`src/rtl/cfgl_pkg.sv`:
```
package cfgl_pkg;

  typedef enum logic {
    SEQ_IDLE = 1'b0,
    SEQ_LOAD = 1'b1
  } seq_state_e;

  // control register field positions
  localparam int CTRL_SRC_BIT = 0;
  localparam int CTRL_SEL_BIT = 1;

  // default image contents, computed rather than tabulated
  function automatic logic [31:0] dflt_word(input logic img, input int unsigned idx);
    if (img) return 32'(idx * 37 + 32'h5A);
    else     return 32'(idx * 11 + 32'h21);
  endfunction

endpackage

```
`src/rtl/cfgl_select.sv`:
```
module cfgl_select (
  input  logic       clk,
  input  logic       rst_n,
  input  logic       sel_pin,
  input  logic       ctrl_we,
  input  logic [1:0] ctrl_wdata,
  output logic       src_is_reg,
  output logic       host_sel,
  output logic       eff_sel
);
  import cfgl_pkg::*;

  logic src_q, sel_q;

  always_ff @(posedge clk) begin
    if (!rst_n) begin
      src_q <= 1'b0;
      sel_q <= 1'b0;
    end else if (ctrl_we) begin
      src_q <= ctrl_wdata[CTRL_SRC_BIT];
      sel_q <= ctrl_wdata[CTRL_SEL_BIT];
    end
  end

  assign src_is_reg = src_q;
  assign host_sel   = sel_q;
  assign eff_sel    = src_q ? sel_q : sel_pin;

  // control bits come out of reset on pin selection
  a_r10_pin_after_reset: assert property (@(posedge clk) disable iff (!rst_n)
    $past(!rst_n) |-> (!src_is_reg && !host_sel));

  // control bits move only on a control write
  a_r5_ctrl_hold: assert property (@(posedge clk) disable iff (!rst_n)
    ($past(rst_n) && !$past(ctrl_we)) |-> ($stable(src_is_reg) && $stable(host_sel)));

endmodule

```
`src/rtl/cfgl_seq.sv`:
```
module cfgl_seq #(
  parameter int NUM_REGS = 8,
  parameter int IDX_W    = 3
) (
  input  logic             clk,
  input  logic             rst_n,
  input  logic             eff_sel,
  output logic             busy,
  output logic             load_done,
  output logic [IDX_W-1:0] copy_idx,
  output logic             active_img
);
  import cfgl_pkg::*;

  localparam logic [IDX_W-1:0] LAST_IDX = IDX_W'(NUM_REGS - 1);

  seq_state_e       state_q;
  logic [IDX_W-1:0] idx_q;
  logic             img_q;
  logic             done_q;

  always_ff @(posedge clk) begin
    if (!rst_n) begin
      state_q <= SEQ_LOAD;
      idx_q   <= '0;
      img_q   <= eff_sel;
      done_q  <= 1'b0;
    end else begin
      done_q <= 1'b0;
      unique case (state_q)
        SEQ_IDLE: begin
          if (eff_sel != img_q) begin
            state_q <= SEQ_LOAD;
            idx_q   <= '0;
            img_q   <= eff_sel;
          end
        end
        SEQ_LOAD: begin
          if (idx_q == LAST_IDX) begin
            state_q <= SEQ_IDLE;
            done_q  <= 1'b1;
          end else begin
            idx_q <= idx_q + IDX_W'(1);
          end
        end
        default: state_q <= SEQ_IDLE;
      endcase
    end
  end

  assign busy       = (state_q == SEQ_LOAD);
  assign load_done  = done_q;
  assign copy_idx   = idx_q;
  assign active_img = img_q;

  // completion pulse coincides with the end of busy
  a_r12_done_on_fall: assert property (@(posedge clk) disable iff (!rst_n)
    $fell(busy) |-> load_done);

  // single-cycle pulse
  a_r12_done_single: assert property (@(posedge clk) disable iff (!rst_n)
    load_done |=> !load_done);

  // the image being copied does not change mid-copy
  a_r11_img_stable: assert property (@(posedge clk) disable iff (!rst_n)
    ($past(rst_n) && busy && $past(busy)) |-> $stable(active_img));

  // an idle block with a mismatched selection starts copying
  a_r6_start: assert property (@(posedge clk) disable iff (!rst_n)
    (!busy && (eff_sel != active_img)) |=> busy);

endmodule

```
`src/rtl/cfgl_regbank.sv`:
```
module cfgl_regbank #(
  parameter int NUM_REGS = 8,
  parameter int DATA_W   = 8,
  parameter int IDX_W    = 3
) (
  input  logic                       clk,
  input  logic                       rst_n,
  input  logic                       copy_en,
  input  logic                       copy_img,
  input  logic [IDX_W-1:0]           copy_idx,
  input  logic                       wr_en,
  input  logic [IDX_W-1:0]           wr_idx,
  input  logic [DATA_W-1:0]          wr_data,
  output logic [NUM_REGS*DATA_W-1:0] regs_flat
);
  import cfgl_pkg::*;

  for (genvar g = 0; g < NUM_REGS; g++) begin : g_reg
    localparam logic [31:0] IMG0 = dflt_word(1'b0, g);
    localparam logic [31:0] IMG1 = dflt_word(1'b1, g);
    localparam logic [IDX_W-1:0] MY_IDX = IDX_W'(g);

    logic [DATA_W-1:0] r_q;

    always_ff @(posedge clk) begin
      if (!rst_n) begin
        r_q <= '0;
      end else if (copy_en && copy_idx == MY_IDX) begin
        r_q <= copy_img ? IMG1[DATA_W-1:0] : IMG0[DATA_W-1:0];
      end else if (wr_en && wr_idx == MY_IDX) begin
        r_q <= wr_data;
      end
    end

    assign regs_flat[g*DATA_W +: DATA_W] = r_q;
  end

  // the write decode never lets a host write meet a copy
  a_r8_no_write_in_copy: assert property (@(posedge clk) disable iff (!rst_n)
    !(copy_en && wr_en));

endmodule

```
`src/rtl/cfg_loader.sv`:
```
module cfg_loader #(
  parameter int NUM_REGS = 8,
  parameter int DATA_W   = 8,
  localparam int ADDR_W  = $clog2(NUM_REGS + 1),
  localparam int IDX_W   = $clog2(NUM_REGS)
) (
  input  logic                       clk,
  input  logic                       rst_n,
  input  logic                       sel_pin,
  input  logic                       wr_valid,
  input  logic [ADDR_W-1:0]          wr_addr,
  input  logic [DATA_W-1:0]          wr_data,
  output logic                       wr_err,
  output logic                       busy,
  output logic                       load_done,
  output logic                       active_img,
  output logic                       src_is_reg,
  output logic                       host_sel,
  output logic [NUM_REGS*DATA_W-1:0] op_regs
);

  localparam logic [ADDR_W-1:0] CTRL_ADDR = ADDR_W'(NUM_REGS);

  logic             eff_sel;
  logic [IDX_W-1:0] copy_idx;
  logic             hit_bank, hit_ctrl, wr_ok, bank_we, ctrl_we, err_d;
  logic             err_q;

  always_comb begin
    hit_bank = (wr_addr < CTRL_ADDR);
    hit_ctrl = (wr_addr == CTRL_ADDR);
    wr_ok    = wr_valid && !busy;
    bank_we  = wr_ok && hit_bank;
    ctrl_we  = wr_ok && hit_ctrl;
    err_d    = wr_valid && (busy || !(hit_bank || hit_ctrl));
  end

  always_ff @(posedge clk) begin
    if (!rst_n) err_q <= 1'b0;
    else        err_q <= err_d;
  end
  assign wr_err = err_q;

  cfgl_select u_select (
    .clk        (clk),
    .rst_n      (rst_n),
    .sel_pin    (sel_pin),
    .ctrl_we    (ctrl_we),
    .ctrl_wdata (wr_data[1:0]),
    .src_is_reg (src_is_reg),
    .host_sel   (host_sel),
    .eff_sel    (eff_sel)
  );

  cfgl_seq #(.NUM_REGS(NUM_REGS), .IDX_W(IDX_W)) u_seq (
    .clk        (clk),
    .rst_n      (rst_n),
    .eff_sel    (eff_sel),
    .busy       (busy),
    .load_done  (load_done),
    .copy_idx   (copy_idx),
    .active_img (active_img)
  );

  cfgl_regbank #(.NUM_REGS(NUM_REGS), .DATA_W(DATA_W), .IDX_W(IDX_W)) u_bank (
    .clk       (clk),
    .rst_n     (rst_n),
    .copy_en   (busy),
    .copy_img  (active_img),
    .copy_idx  (copy_idx),
    .wr_en     (bank_we),
    .wr_idx    (wr_addr[IDX_W-1:0]),
    .wr_data   (wr_data),
    .regs_flat (op_regs)
  );

  // a write during a copy is reported
  a_r8_busy_err: assert property (@(posedge clk) disable iff (!rst_n)
    (wr_valid && busy) |=> wr_err);

  // an unmapped address is reported
  a_r9_addr_err: assert property (@(posedge clk) disable iff (!rst_n)
    (wr_valid && wr_addr > CTRL_ADDR) |=> wr_err);

  // the error flag only follows a request
  a_r8_err_cause: assert property (@(posedge clk) disable iff (!rst_n)
    ($past(rst_n) && wr_err) |-> $past(wr_valid));

  // an idle register write leaves the copy machinery alone
  a_r7_idle_write: assert property (@(posedge clk) disable iff (!rst_n)
    (wr_valid && !busy && wr_addr < CTRL_ADDR && eff_sel == active_img) |=> !busy);

endmodule

```
`config.mk`:
```
export PLATFORM = sky130hd
export DESIGN_NAME = cfg_loader
export DESIGN_NICKNAME = d
export VERILOG_FILES = /design/src/rtl/cfgl_pkg.sv /design/src/rtl/cfgl_select.sv /design/src/rtl/cfgl_seq.sv /design/src/rtl/cfgl_regbank.sv /design/src/rtl/cfg_loader.sv
export SDC_FILE = /design/constraint.sdc
export NUM_CORES = 1
export LEC_CHECK = 0
export BUFFER_PORTS_ARGS = -buffer_cell sky130_fd_sc_hd__buf_2
export CAP_MARGIN = 25
export CORE_MARGIN = 2
export CORE_UTILIZATION = 27
export DETAILED_ROUTE_END_ITERATION = 8
export GPL_ROUTABILITY_DRIVEN = 0
export REMOVE_ABC_BUFFERS = 1
export SETUP_SLACK_MARGIN = 0.4
export SLEW_MARGIN = 20
export SYNTH_ARGS = -nofsm -noshare
export SYNTH_HDL_FRONTEND = slang
export SYNTH_SLANG_ARGS = --single-unit
export TNS_END_PERCENT = 1
```
`constraint.sdc`:
```
create_clock -name clk -period 2.3 [get_ports clk]
set_clock_uncertainty 0.05 [all_clocks]
set_input_delay 0.115 -clock clk [delete_from_list [all_inputs] [get_ports clk]]
set_output_delay 0.115 -clock clk [all_outputs]
set_load 0.05 [all_outputs]
```
# After elaboration in Yosys (flattened, before gate mapping)
# Index checks and enable logic that the tools add are counted.
dict set report word_totals {
  reg_bits 73
  inputBits 16
  word_cells 110
}
dict set report classes {
  add_sub_neg 1
  order_cmp 1
  n_eq_ne 20
  n_mux 35
  n_bitwise 1
  n_reduce_logical 37
}
# op n
set ops {}
lappend ops {{two-way mux 8 bit} 19}
lappend ops {{two-way mux 7 bit} 4}
lappend ops {{equality test 3 bit (second input constant)} 8}
lappend ops {{logical AND 1 bit} 20}
lappend ops {{nonzero test 2 bit} 8}
lappend ops {{equality test 3 x 2 -> 1 bit (second input constant)} 4}
lappend ops {{two-way mux 1 bit} 7}
lappend ops {{equality test 3 x 1 -> 1 bit (second input constant)} 2}
lappend ops {{logical NOT 3 bit} 2}
lappend ops {{two-way mux 3 bit} 2}
lappend ops {{two-way mux 6 bit} 1}
lappend ops {{one-hot mux 3 bit (2 select lines)} 1}
lappend ops {{AND reduction 2 bit} 3}
lappend ops {{equality test 4 bit (second input constant)} 1}
lappend ops {{less-than comparator 4 bit (second input constant)} 1}
lappend ops {{inequality test 2 x 1 -> 1 bit (second input constant)} 2}
lappend ops {{inequality test 2 bit (second input constant)} 2}
lappend ops {{adder 3 x 1 -> 3 bit (second input constant)} 1}
lappend ops {{logical NOT 1 bit} 2}
lappend ops {{logical OR 1 bit} 2}
lappend ops {{one-hot mux 1 bit (2 select lines)} 1}
lappend ops {{inequality test 1 bit} 1}
lappend ops {{NOT 1 bit} 1}

# Longest topological paths before layout
# Gate-level depths: netlist (run 1).
dict set report depth {
  ltp_word 6
  depth_mapped 6
}

# Cells and area by module
# A second synthesis (run 1) with hierarchy kept.
dict set report unflattened {
  hier_cells 306
  hier_area_um2 3108.0
}
# module n_inst cells_per_inst area_each_um2
set by_module_without_submodules {}
lappend by_module_without_submodules {cfgl_regbank 1 271 2705.1}
lappend by_module_without_submodules {cfgl_seq 1 21 254.0}
lappend by_module_without_submodules {cfgl_select 1 7 83.8}
lappend by_module_without_submodules {cfg_loader 1 7 65.1}

# Least setup slack after synthesis (run 1)
# Ideal clock, no wire load.
dict set report synth_timing {
  path_kind {reg-to-reg}
  from {register u_seq.img_q (netlist: u_seq.active_img)}
  to {register u_seq.img_q (netlist: u_seq.active_img), enable pin}
  setup_ns 0.310
  t_arrival_ns 1.479
  required_time_ns 1.940
  setup_slack_ns 0.461
  stages_incl_launch_ff 5
  n_path_buf 1
  synth_period_minus_slack_ns 1.839
  cell_sequence {edfxtp_1 > clkbuf_1 > clkinv_1 > xnor2_1 > o21ai_0}
}
dict set report synth_via {
  elab_chain_len 3
}
# element line
set synth_lines {}
lappend synth_lines {{start: declaration} cfgl_seq.sv:19} ;# logic img_q;
lappend synth_lines {{start signal: assignment} cfgl_seq.sv:26} ;# img_q <= eff_sel;
lappend synth_lines {{start signal: assignment} cfgl_seq.sv:35} ;# img_q <= eff_sel;
lappend synth_lines {{inequality test 1 bit} cfgl_seq.sv:32} ;# if (eff_sel != img_q) begin
lappend synth_lines {{inequality test 2 x 1 -> 1 bit (no line)} -}
lappend synth_lines {{AND reduction 2 bit (no line)} -}
# No other way between the ends.
# A chain may end at the register's enable or synchronous reset.

# Final worst setup path (run 1)
dict set report layout_timing {
  from {register u_seq.state_q (netlist: u_seq.busy)}
  to {register u_bank.g_reg[0].r_q[3]}
}
dict set report layout_via {
  elab_chain_len 5
  word_cells_on_any_way 7
  classes_between {mux (1); reduce/logical (6)}
}
# element line
set layout_lines {}
lappend layout_lines {{start: declaration} cfgl_seq.sv:17} ;# seq_state_e state_q;
lappend layout_lines {{start signal: assignment} cfgl_seq.sv:24} ;# state_q <= SEQ_LOAD;
lappend layout_lines {{start signal: assignment} cfgl_seq.sv:33} ;# state_q <= SEQ_LOAD;
lappend layout_lines {{start signal: assignment} cfgl_seq.sv:40} ;# state_q <= SEQ_IDLE;
lappend layout_lines {{logical NOT 1 bit} cfg_loader.sv:32} ;# wr_ok = wr_valid && !busy;
lappend layout_lines {{logical AND 1 bit} cfg_loader.sv:32}
lappend layout_lines {{logical AND 1 bit} cfg_loader.sv:33} ;# bank_we = wr_ok && hit_bank;
lappend layout_lines {{logical AND 1 bit} cfgl_regbank.sv:30} ;# end else if (wr_en && wr_idx == MY_IDX) begin
lappend layout_lines {{nonzero test 2 bit (no line)} -}
lappend layout_lines {{end signal: assignment} cfgl_regbank.sv:29} ;# r_q <= copy_img ? IMG1[DATA_W-1:0] : IMG0[DATA_W-1:0];
lappend layout_lines {{end signal: assignment} cfgl_regbank.sv:31} ;# r_q <= wr_data;
lappend layout_lines {{end: declaration} cfgl_regbank.sv:23} ;# logic [DATA_W-1:0] r_q;
# Parallel ways exist; a longest one is shown, timed or not.

==> results of run 1 <==
[cell usage after synthesis, drive strengths merged, types with 2 or more instances]
cell type  count
nor3b          2
nor2b          2
o211ai         5
nor2           5
nand3         32
dfxtp         72
nand3b         6
and3b          3
a31oi         46
nand2         10
o21ai         72
mux2i          2
inv            5
a221oi         4
nand4          8
clkbuf        23
a21oi         45
nand4b         2
and3           3
a211oi         2
ha             6
or3            2
buf           25
nand2b         3
or3b           2
o22ai          3
[placed cells by master, fill, tap and decap left out, types with 5 or more instances in the layout]
cell                         n
sky130_fd_sc_hd__nand4_1     8
sky130_fd_sc_hd__o21ai_1     7
sky130_fd_sc_hd__nor2_1      5
sky130_fd_sc_hd__dfxtp_1    71
sky130_fd_sc_hd__a21oi_1    45
sky130_fd_sc_hd__a31oi_1    46
sky130_fd_sc_hd__o211ai_1    5
sky130_fd_sc_hd__buf_2      85
sky130_fd_sc_hd__o21ai_0    62
sky130_fd_sc_hd__ha_1        6
sky130_fd_sc_hd__nand3b_1    6
sky130_fd_sc_hd__clkbuf_16   9
sky130_fd_sc_hd__nand3_1    31
sky130_fd_sc_hd__nand2_1    10
sky130_fd_sc_hd__inv_1       5
sky130_fd_sc_hd__buf_4      11
[logic make-up after synthesis]
kind of cell / Yosys count / share of synthesized area
buffers and inverters: 54 / 0.0775
flip-flops: 73 / 0.432
XOR/XNOR: 1 / 0.00257
AND/OR/NAND/NOR: 87 / 0.162
multiplexers: 2 / 0.00588
adder cells (fa/ha/maj): 6 / 0.0221
AO/OA/AOI/OAI: 179 / 0.298
[per-stage QoR]
step | setup slack (ns) | std cells
after global placement | 0.575 | 622
final | 0.527 | 639
after global routing | 0.402 | 639
after floorplan | 0.139 | 354
after CTS | 0.531 | 638
after detailed placement | 0.539 | 622
[cell type report]
cell class | instances | area (um^2) | area share
Clock buffer | 10 | 239 | 0.0563
Clock inverter | 6 | 105 | 0.0247
Inverter | 6 | 22.5 | 0.00530
Multi-Input combinational cell | 275 | 1670 | 0.393
Sequential cell | 73 | 1470 | 0.347
Tap cell | 172 | 215 | 0.0507
Timing Repair Buffer | 97 | 523 | 0.123
[layer usage]
layer	track usage	wire length [um]	vias up
met1	0.204	4620	1605
met2	0.264	5310	117
met4	0.0960	315	0
met3	0.0441	884	20
met5	0	0	-
li1	-	-	1621
[report_power, final]
group / switching (W) / internal, W / leakage, nW
logic: 0.000278 / 0.0000879 / 0.886
registers: 0.0000190 / 0.00130 / 0.594
clock network: 0.000539 / 0.00108 / 0.172
[worst max path at each step]
stage,from,end,slack [ns],cells past startpoint
CTS,u_seq.busy$_SDFF_PN1_,u_bank.g_reg[4].r_q[0]$_SDFFE_PN0P_,0.53,3
detailed placement,u_seq.busy$_SDFF_PN1_,u_bank.g_reg[4].r_q[0]$_SDFFE_PN0P_,0.54,3
finish,u_seq.busy$_SDFF_PN1_,u_bank.g_reg[0].r_q[3]$_SDFFE_PN0P_,0.53,5
global route,u_seq.busy$_SDFF_PN1_,u_bank.g_reg[0].r_q[3]$_SDFFE_PN0P_,0.40,5
floorplan,u_seq.busy$_SDFF_PN1_,u_bank.g_reg[2].r_q[7]$_SDFFE_PN0P_,0.14,3
global placement,u_seq.busy$_SDFF_PN1_,u_bank.g_reg[4].r_q[0]$_SDFFE_PN0P_,0.58,3
[repair_timing]
action	in CTS	in global routing
resized for setup	0	1
hold endpoints to repair	0	0
endpoints found under the setup margin	0	4
[worst max-delay path, cell delays in order, from the launching register on]
cell,delay (ns)
sky130_fd_sc_hd__dfxtp_1,0.30
sky130_fd_sc_hd__buf_4,0.22
sky130_fd_sc_hd__nor4b_4,0.58
sky130_fd_sc_hd__buf_4,0.26
sky130_fd_sc_hd__nand3_1,0.09
sky130_fd_sc_hd__a31oi_1,0.19
==> results.txt, run 1 <==
The fraction of synthesis flops using an asynchronous set or reset pin is 0, and the number of DRC markers in iteration 0 is 364. Ranked by flip-flop count, first place goes to u_bank.g.r_q. The core region is 0.0125 mm^2. The first detailed-routing pass ran for 5 iterations. For the maximum number of pins on one net before global-route repair, the log shows 33. The global-route congestion overflow total is 0. The leading area contributor after synthesis was sky130_fd_sc_hd__dfxtp_1. The all-layer global routing usage is 0.166.

By area the synthesized netlist is led by sky130_fd_sc_hd__dfxtp_1 (42%), sky130_fd_sc_hd__o21ai_0 (9.1%), sky130_fd_sc_hd__a31oi_1 (8.5%), sky130_fd_sc_hd__a21oi_1 (6.6%), sky130_fd_sc_hd__nand3_1 (4.6%). The finished cells cover 0.00425 mm^2. The cell sitting at the root of the clock tree is a sky130_fd_sc_hd__clkbuf_16.

For the sequential share of the synthesized area, the log shows 0.432. The run gives 7550 um as the HPWL after detailed placement. In this run the tool buffered the top-level ports with 85 buffer cells. The design draws 0.00331 W. The logs give 484 for the net total in the final layout and 0 for the max-cap violation count. The worst register-to-register path ends at u_bank.g_reg[0].r_q[3]$_SDFFE_PN0P_.

The area share of the largest cell type after synthesis works out to 0.423. TritonCTS built the clock tree. Number of warnings reported in the yosys synthesis log: 0.

The tools report the mapped cell area as 0.00340 mm^2. Arrival time at the worst endpoint: 1.98 ns. Post-CTS timing repair inserted 0 buffers for setup. The area growth from synthesis to layout works out to 24.7%. The ratio of cells with drive above 1 in the final layout is 0.276, and the final number of setup-violating endpoints is 0. The cell count of the worst hold path is 3. The path type of the worst min-delay path is in2reg. The mean routed wirelength per cell is 17.4 um. STA classifies the critical path endpoint as a flop. The register-to-register setup slack is 0.53 ns. Number of H-tree levels: 3.

The number of hold buffers added after CTS is 0. Measured along the y axis, the die boundary spans 116 um. Most used flip-flop cell after synthesis: sky130_fd_sc_hd__dfxtp_1.

The number of antenna violations at the first check in global routing was 0. The worst register-to-register path begins at u_seq.busy$_SDFF_PN1_. Measured in cells, the most critical reg-to-reg path has a length of 5.

The critical path in this run is classified as reg2reg. Setup total negative slack on the finished layout was measured at 0 ns. Clock tree synthesis inserted a total of 9 buffers. The tools report the leakage component of the power as 1.65 nW. The number of flip-flops and latches in the synthesized netlist was 73; the die footprint was 0.0135 mm^2. The run gives 17100 um as the global-route wire length before repair. The flip-flop count of the largest register after layout came out at 64. After synthesis, the netlist uses 48 different library cells.

Of all nets on the critical path, the largest fanout is 30. After technology mapping, the gate count stands at 402. The number of global-route vias before repair was 3162. The final hold violation count was 0; the total placed instance area was 0.00389 mm^2. Summing over every cut layer, the via total after detailed routing is 3363.

Summed over all layers, the routed wires come to 11100 um. Sink count of the clock tree: 73. Clock-pin slew was measured on the worst setup and hold paths at 0.06 ns. The highest attainable clock frequency was 564 MHz. The sink of the worst hold path is wr_err$_SDFF_PN0_. The floorplan has 41 rows. After detailed routing, the number of remaining DRC violations is 0.

The logs give 0 for the count of nets left with antenna violations after detail routing and 0.34 ns for the later-pin clock latency in the skew report. Setup repair after global routing left no endpoint under its margin. The flow ran to the end, and the final reports show no timing, DRC or antenna violations. The worst setup path is launched from a flop.

The number of flops mapped to enable cells by yosys is 1, and the max-slew headroom at the worst pin is 0.580. The overall die width is 116 um. The number of antenna diodes in the final layout is 0. Counting I/O delays and the setup requirement, the final critical path takes 1.77 ns. Final hold analysis gives a worst-case slack of 0.0293 ns. The worst path required time came out at 2.51 ns.

The startpoint identified for the worst hold timing path is wr_valid. The cell area power density was 779 mW/mm^2. Core occupancy in the finished layout: 0.341. In the routed layout, each cell is associated on average with a via count of 5.26.

86 I/O pins were placed. The average cell area after synthesis is 8.47 um^2. The fraction of the cycle the final worst path needs works out to 0.771. The starting density of the core is 0.273, and the number of filler cells placed in the layout is 1312. For the worst-case clock buffer depth, the log shows 2. Number of max-slew violations in the final report: 0.

The maximum resistive drop on vdd is 0.331 mV. For the pin with the worst max-slew slack, the measured transition is 0.630 ns.
Power figures use the tool's default switching activity.
==> inputs of run 2 (changes only) <==
Settings changed: ABC_AREA from default to 1.
Clock period 2.3 ns to 1.5 ns, I/O delays scaled along.
==> results.txt, run 2 <==
The run finished with clean final reports. The sink count of the clock tree came out at 73 (unchanged). The worst register-to-register path ends at u_bank.g_reg[3].r_q[1]$_SDFFE_PN0P_. Type of element launching the critical path: a flop.

The max-cap violation count is 0 (unchanged). The fraction of synthesis flops using an asynchronous set or reset pin was 0 (unchanged); the max-slew headroom at the worst pin was 0.769 (+0.189). The core occupancy in the finished layout came out at 0.388 (+0.0475). The register-to-register setup slack was 0.05 ns (-0.47 ns); the remaining routing DRC violations was 0 (unchanged).

The run gives 0 (unchanged) as the number of antenna violations at the first check in global routing. The count of unique library cells instantiated by Yosys is 26 (-46%). The post-detailed-route via-to-cell ratio was 4.49 (-15%). For the site row count, the log shows 41 (unchanged). The tools report the number of iterations in the first detailed-routing pass as 5 (unchanged). Number of DRC markers in iteration 0: 194 (-47%).

Root buffer selected by CTS: sky130_fd_sc_hd__clkbuf_16. The tools report the die footprint as 0.0136 mm^2 (+0.72%). After synthesis, the most frequently instantiated cells are sky130_fd_sc_hd__nand2_1 (140), sky130_fd_sc_hd__dfxtp_1 (72), sky130_fd_sc_hd__nor2_1 (71), sky130_fd_sc_hd__inv_1 (44), sky130_fd_sc_hd__nand3_1 (43). The logs give 3 (unchanged) for the number of H-tree levels and 691 MHz (+22%) for the highest attainable clock frequency.

The time the worst path needs with I/O delays and setup was 1.45 ns (-0.325 ns); the HPWL after detailed placement was 7990 um (+5.9%). The leading area contributor after synthesis is sky130_fd_sc_hd__dfxtp_1. The type of destination of the critical path is a flop.

The cell area power density works out to 1130 mW/mm^2 (+44%). The number of warnings reported in the yosys synthesis log was 0 (unchanged); the all-layer global routing usage was 0.157 (-0.00897). The total power was 0.00547 W (+65%); the later-pin clock latency in the skew report was 0.34 ns (about the same). Number of filler cells placed in the layout: 1318 (+0.46%).

The critical path ends at u_bank.g_reg[3].r_q[1]$_SDFFE_PN0P_. The startpoint identified for the worst register-to-register timing path is u_seq.copy_idx[1]$_SDFFE_PN0P_. The actual transition at the worst max-transition pin is 0.346 ns (-0.283 ns). Library cell with the highest instance count after synthesis: sky130_fd_sc_hd__nand2_1.

The library cell used most frequently in the layout, excluding fill and tap cells, is sky130_fd_sc_hd__nand2_1. The top cell types in the final layout, fill and taps aside, are sky130_fd_sc_hd__nand2_1 (132), sky130_fd_sc_hd__buf_2 (85), sky130_fd_sc_hd__dfxtp_1 (69), sky130_fd_sc_hd__nor2_1 (67), sky130_fd_sc_hd__nand3_1 (42). The average cell area after synthesis works out to 6.83 um^2 (-19%).

The fraction of the cycle the final worst path needs is 0.965 (+0.194), and the number of buffers inserted by port buffering is 85 (unchanged). The tools report the area of combinational cells with multiple inputs as 0.00186 mm^2 (+12%). Area of the core region: 0.0125 mm^2 (+0.41%). The arrival time at the worst endpoint came out at 1.66 ns (-0.32 ns).

The starting density of the core is 0.274 (+0.000880), and the number of max-slew violations in the final report is 0 (unchanged). The area share of the largest cell type after synthesis works out to 0.420 (-0.00309). The tools report the net total in the final layout as 645 (+33%).

The number of flip-flops and latches in the synthesized netlist came out at 73 (unchanged). The logs give 0 (unchanged) for the final number of setup-violating endpoints and 1.71 ns (-0.80 ns) for the worst path required time. The run gives 502 (+25%) as the count of mapped cells out of synthesis. Finished layout cell area: 0.00486 mm^2 (+14%). For the count of nets left with antenna violations after detail routing, the log shows 0 (unchanged). The global-route congestion overflow total came out at 0 (unchanged). For the I/O pin count, the log shows 86 (unchanged). The y dimension of the die is 117 um (+0.36%). The total clock buffers created by CTS is 9 (unchanged), and the mean routed wirelength per cell is 13.4 um (-23%).

Setup repair after global routing could not meet its margin everywhere. The tools report the area occupied by registers as 0.00148 mm^2 (+0.51%). The depth of the most critical reg-to-reg path was 9 (+4); the ratio of cells with drive above 1 in the final layout was 0.307 (+0.0311).

The mapped cell area came out at 0.00343 mm^2 (+0.74%). Ranked by total cell area, the synthesized netlist is headed by sky130_fd_sc_hd__dfxtp_1 (42%), sky130_fd_sc_hd__nand2_1 (15%), sky130_fd_sc_hd__nor2_1 (7.8%), sky130_fd_sc_hd__nand3_1 (6.3%), sky130_fd_sc_hd__a21oi_1 (5.1%). TritonCTS built the clock tree. The number of flops mapped to enable cells by yosys works out to 1 (unchanged). The register with the most flip-flops in the final layout is u_bank.g.r_q. The maximum resistive drop on vdd is 0.454 mV (+37%). The total placed instance area is 0.00420 mm^2 (+8.2%). The critical path startpoint is u_seq.copy_idx[1]$_SDFFE_PN0P_.

Number of global-route vias before repair: 3372 (+6.6%). The sequential share of the synthesized area was 0.429 (-0.00315); the final hold violation count was 0 (unchanged). The overall die width works out to 117 um (+0.36%). The run gives 2 (unchanged) as the worst-case clock buffer depth. The flip-flop count of the largest register after layout is 64 (unchanged). The area growth from synthesis to layout was 41.7%. Final cell count without fillers: 800 (+25%). Clock-pin slew on the worst setup and hold paths: 0.06 ns (about the same). The most used flip-flop cell after synthesis was sky130_fd_sc_hd__dfxtp_1.

Number of placed cells counting well taps: 773 (+24%). The global-route wire length before repair was 16400 um (-3.7%). The tightest min-delay check is of the in2reg type. The tools report the total vias in the final route as 3589 (+6.7%). The count of antenna diodes in the layout was 0 (unchanged). Total wire length: 10800 um (-3.3%). The worst setup path is of the reg2reg kind.

The largest fanout of any net on the critical path is 8 (-73%), and the maximum number of pins on one net before global-route repair is 32 (-3.0%). The run gives 2.40 nW (+45%) as the leakage component of the power.
==> run 2: cell count changes after synthesis, moves of 7 or more <==
cell / before / now
sky130_fd_sc_hd__buf_2: 16 / 4
sky130_fd_sc_hd__nor2_1: 5 / 71
sky130_fd_sc_hd__clkbuf_1: 23 / 5
sky130_fd_sc_hd__nand2_1: 10 / 140
sky130_fd_sc_hd__o21bai_1: 0 / 10
sky130_fd_sc_hd__a21oi_1: 45 / 35
sky130_fd_sc_hd__inv_1: 5 / 44
sky130_fd_sc_hd__o21ai_0: 62 / 33
sky130_fd_sc_hd__a31oi_1: 46 / 0
sky130_fd_sc_hd__nand3_1: 31 / 43
sky130_fd_sc_hd__nand2_2: 0 / 7
sky130_fd_sc_hd__inv_2: 0 / 7
==> run 2: cell type report <==
cell class              instances  share of cell area
flip-flops and latches         73               0.305
repair buffers                122               0.156
inverters                      52              0.0412
multi-input cells             365               0.384
well taps                     172              0.0443
clock inverters                 5              0.0155
clock buffers                  11              0.0543
==> run 2: where the power goes <==
| group | total [W] | switching [W] | internal [W] |
|---|---|---|---|
| registers | 0.00209 | 0.0000578 | 0.00203 |
| clock network | 0.00241 | 0.000815 | 0.00159 |
| logic | 0.000968 | 0.000685 | 0.000282 |
==> run 2: worst max-delay path: stages (launching register included) <==
cell	delay [ns]
sky130_fd_sc_hd__dfxtp_4	0.37
sky130_fd_sc_hd__ha_4	0.16
sky130_fd_sc_hd__buf_6	0.11
sky130_fd_sc_hd__ha_4	0.15
sky130_fd_sc_hd__nand2_4	0.07
sky130_fd_sc_hd__buf_6	0.13
sky130_fd_sc_hd__nand2_2	0.06
sky130_fd_sc_hd__o21ai_2	0.06
sky130_fd_sc_hd__nand2_1	0.07
sky130_fd_sc_hd__a21oi_1	0.14
==> run 2: worst min path at each step <==
stage                    start                             endpoint  slack (ns)  cells past startpoint
floorplan                rst_n                u_seq.busy$_SDFF_PN1_        0.11                      1
global placement      wr_valid                    wr_err$_SDFF_PN0_        0.32                      3
finish              wr_data[3]  u_bank.g_reg[1].r_q[3]$_SDFFE_PN0P_       0.007                      3
detailed placement    wr_valid                    wr_err$_SDFF_PN0_        0.31                      3
global route        wr_data[3]  u_bank.g_reg[1].r_q[3]$_SDFFE_PN0P_        0.02                      3
CTS                    sel_pin           u_seq.active_img$_DFFE_PP_       0.002                      3
==> run 2: per-stage QoR <==
stage	setup TNS, ns	hold slack [ns]	setup slack, ns
after floorplan	-12.51	0.111	-0.325
after global placement	-0.00915	0.316	-0.00512
after detailed placement	-0.144	0.311	-0.0334
after CTS	0	0.00166	0.0710
after global routing	-0.0175	0.0200	-0.0175
final	0	0.00730	0.0525
==> run 2: metal layers <==
metal	wire length (um)	up-vias	track usage
met5	0	-	0
met4	160	0	0.0486
met3	622	12	0.0431
met2	4950	96	0.256
met1	5020	1639	0.204
li1	-	1842	-
==> run 2: logic make-up after synthesis <==
kind of cell / share of synthesized area
buffers and inverters: 0.0748
DFF: 0.429
AOI/OAI and AO/OA: 0.123
adders and majority gates: 0.0219
and+or+nand+nor: 0.352
==> run 2: timing repair <==
item,4_1_cts,5_1_grt
setup endpoints to repair,80,104
pin swaps,9,15
resized for setup,27,33
hold buffers,5,0
setup buffers,3,3
hold endpoints to repair,2,0
==> inputs of run 3 (changes only) <==
Settings changed: REMOVE_ABC_BUFFERS 1 to default.
==> results.txt, run 3 (synthesis gave the netlist of run 2 again) <==
The tools report the worst path required time as 1.68 ns (-0.03 ns). The tools report the total wire length as 11300 um (+5.3%). For the HPWL after detailed placement, the log shows 8110 um (+1.5%).

The mean routed wirelength per cell was 14.2 um (+5.5%); the worst hold slack was 0.0148 ns (+0.00747 ns). The type of the worst setup path was reg2reg. The path class of the tightest hold or removal check is in2reg. The core occupancy in the finished layout was 0.395 (+0.00700); the ratio of cells with drive above 1 in the final layout was 0.321 (+0.0138). For the highest attainable clock frequency, the log shows 705 MHz (+2.1%). The logs give 3465 (+2.8%) for the number of global-route vias before repair and 0 (unchanged) for the count of antenna diodes in the layout.

The area of the core region was 0.0125 mm^2 (unchanged). The run finished with clean final reports. The number of buffers inserted by port buffering came out at 85 (unchanged). The overall die width was 117 um (unchanged); the maximum resistive drop on vdd was 0.554 mV (+22%). The I/O pin count was 86 (unchanged); the site row count was 41 (unchanged).

The run gives 0.0136 mm^2 (unchanged) as the die footprint. The post-detailed-route via-to-cell ratio came out at 4.58 (+2.1%). All-layer global routing usage: 0.168 (+0.0109). Y dimension of the die: 117 um (unchanged). STA classifies the critical path endpoint as a flop.

The number of nets handed over by synthesis was 524. Leaving out fill and tap cells, the most frequent cells in the layout are sky130_fd_sc_hd__nand2_1 (129), sky130_fd_sc_hd__buf_2 (85), sky130_fd_sc_hd__dfxtp_1 (66), sky130_fd_sc_hd__nor2_1 (64), sky130_fd_sc_hd__nand3_1 (38). The max-cap violation count was 0 (unchanged); the number of H-tree levels was 3 (unchanged).

Number of antenna violations at the first check in global routing: 0 (unchanged). The root buffer selected by CTS is sky130_fd_sc_hd__clkbuf_16. The later-pin clock latency in the skew report is 0.34 ns (about the same). Global-route congestion overflow total: 0 (unchanged). Relative to the synthesized area, the layout overhead comes to 44.2%. Max-slew headroom at the worst pin: 0.700 (-0.0688). The global-route wire length before repair was 17400 um (+6.2%); the arrival time at the worst endpoint was 1.60 ns (-0.06 ns). The number of DRC markers in iteration 0 was 230 (+19%); the final number of setup-violating endpoints was 0 (unchanged). The number of max-slew violations in the final report was 0 (unchanged). The clock-pin slew on the worst setup and hold paths was 0.06 ns (about the same). Largest fanout of any net on the critical path: 7 (-1). Register with the most flip-flops: u_bank.g.r_q.

The time the worst path needs with I/O delays and setup was 1.42 ns (-0.0293 ns). The actual transition at the worst max-transition pin was 0.448 ns (+0.102 ns). The logs give 2 (unchanged) for the worst-case clock buffer depth and 73 (unchanged) for the sink count of the clock tree.

Most common cell after layout, fill and taps aside: sky130_fd_sc_hd__nand2_1. Fraction of the cycle the final worst path needs: 0.945 (-0.0195). Setup repair after global routing could not meet its margin everywhere. The starting density of the core was 0.274 (unchanged).

The total clock buffers created by CTS is 9 (unchanged). The maximum number of pins on one net before global-route repair was 32 (unchanged). The total power was 0.00526 W (-3.8%).

The setup TNS came out at 0 ns (unchanged). The cell area power density was 1060 mW/mm^2 (-5.5%); the flip-flop count of the largest register after layout was 64 (unchanged). The type of element launching the critical path was a flop.

The remaining routing DRC violations is 0 (unchanged). The leakage component of the power was 2.40 nW (-0.12%). The net total in the final layout was 643 (-0.31%); the count of nets left with antenna violations after detail routing was 0 (unchanged). TritonCTS built the clock tree. The logs give 1329 (+0.83%) for the number of filler cells placed in the layout and 3656 (+1.9%) for the total vias in the final route.

The run gives 4 (-1) as the number of iterations in the first detailed-routing pass. The final hold violation count is 0 (unchanged).
[run 3: final cells by class]
type / count / area [um^2] / area share
multi-input combinational: 366 / 1990 / 0.402
inverter: 52 / 220 / 0.0445
tap: 172 / 215 / 0.0435
timing repair buffer: 119 / 736 / 0.149
clock inverter: 5 / 55.1 / 0.0111
clock buffer: 11 / 243 / 0.0491
sequential: 73 / 1490 / 0.301
[run 3: power breakdown]
group	total [W]	internal [W]	switching, W
clock	0.00216	0.00133	0.000832
combinational	0.00100	0.000296	0.000706
sequential	0.00210	0.00203	0.0000642
[run 3: metrics by stage]
step	setup slack, ns	instances	cell area, um^2
2_1_floorplan	0.0953	502	3460
3_3_place_gp	-0.0317	769	4200
3_5_place_dp	-0.0770	769	4200
4_1_cts	0.133	798	4850
5_1_grt	0.0254	798	4950
6_report	0.0818	798	4950
[run 3: critical path: stages (launching register included)]
cell                      delay [ns]
sky130_fd_sc_hd__dfxtp_2        0.38
sky130_fd_sc_hd__buf_4          0.18
sky130_fd_sc_hd__nand2_2        0.11
sky130_fd_sc_hd__nor2_4         0.20
sky130_fd_sc_hd__inv_2          0.08
sky130_fd_sc_hd__nand2_4        0.12
sky130_fd_sc_hd__inv_6          0.06
sky130_fd_sc_hd__nor2_4         0.10
sky130_fd_sc_hd__nor2_1         0.05
[run 3: worst paths after layout]
path | from | endpoint | slack [ns] | cells past startpoint
setup / recovery | u_seq.copy_idx[2]$_SDFFE_PN0P_ | u_bank.g_reg[6].r_q[4]$_SDFFE_PN0P_ | 0.08 | 8
hold / removal | sel_pin | u_seq.active_img$_DFFE_PP_ | 0.01 | 3
setup reg to reg | u_seq.copy_idx[2]$_SDFFE_PN0P_ | u_bank.g_reg[6].r_q[4]$_SDFFE_PN0P_ | 0.08 | 8
hold reg to reg | u_bank.g_reg[5].r_q[7]$_SDFFE_PN0P_ | u_bank.g_reg[5].r_q[7]$_SDFFE_PN0P_ | 0.41 | 2
[run 3: routing by layer]
layer / part of all wire / wire length, um / up-vias / GRT usage
met5: 0 / 0 / - / 0
met4: 0.013 / 146 / 0 / 0.0698
met3: 0.070 / 796 / 10 / 0.0462
met2: 0.48 / 5410 / 95 / 0.274
met1: 0.44 / 4980 / 1702 / 0.211
li1: - / - / 1849 / -
[run 3: what timing repair did]
action | 4_1_cts | 5_1_grt
pin swaps | 18 | 11
endpoints found under the setup margin | 86 | 109
endpoints found under the hold margin | 2 | 0
cloned | 1 | 0
hold buffers | 3 | 0
gates resized for setup | 63 | 27
buffers inserted | 9 | 0
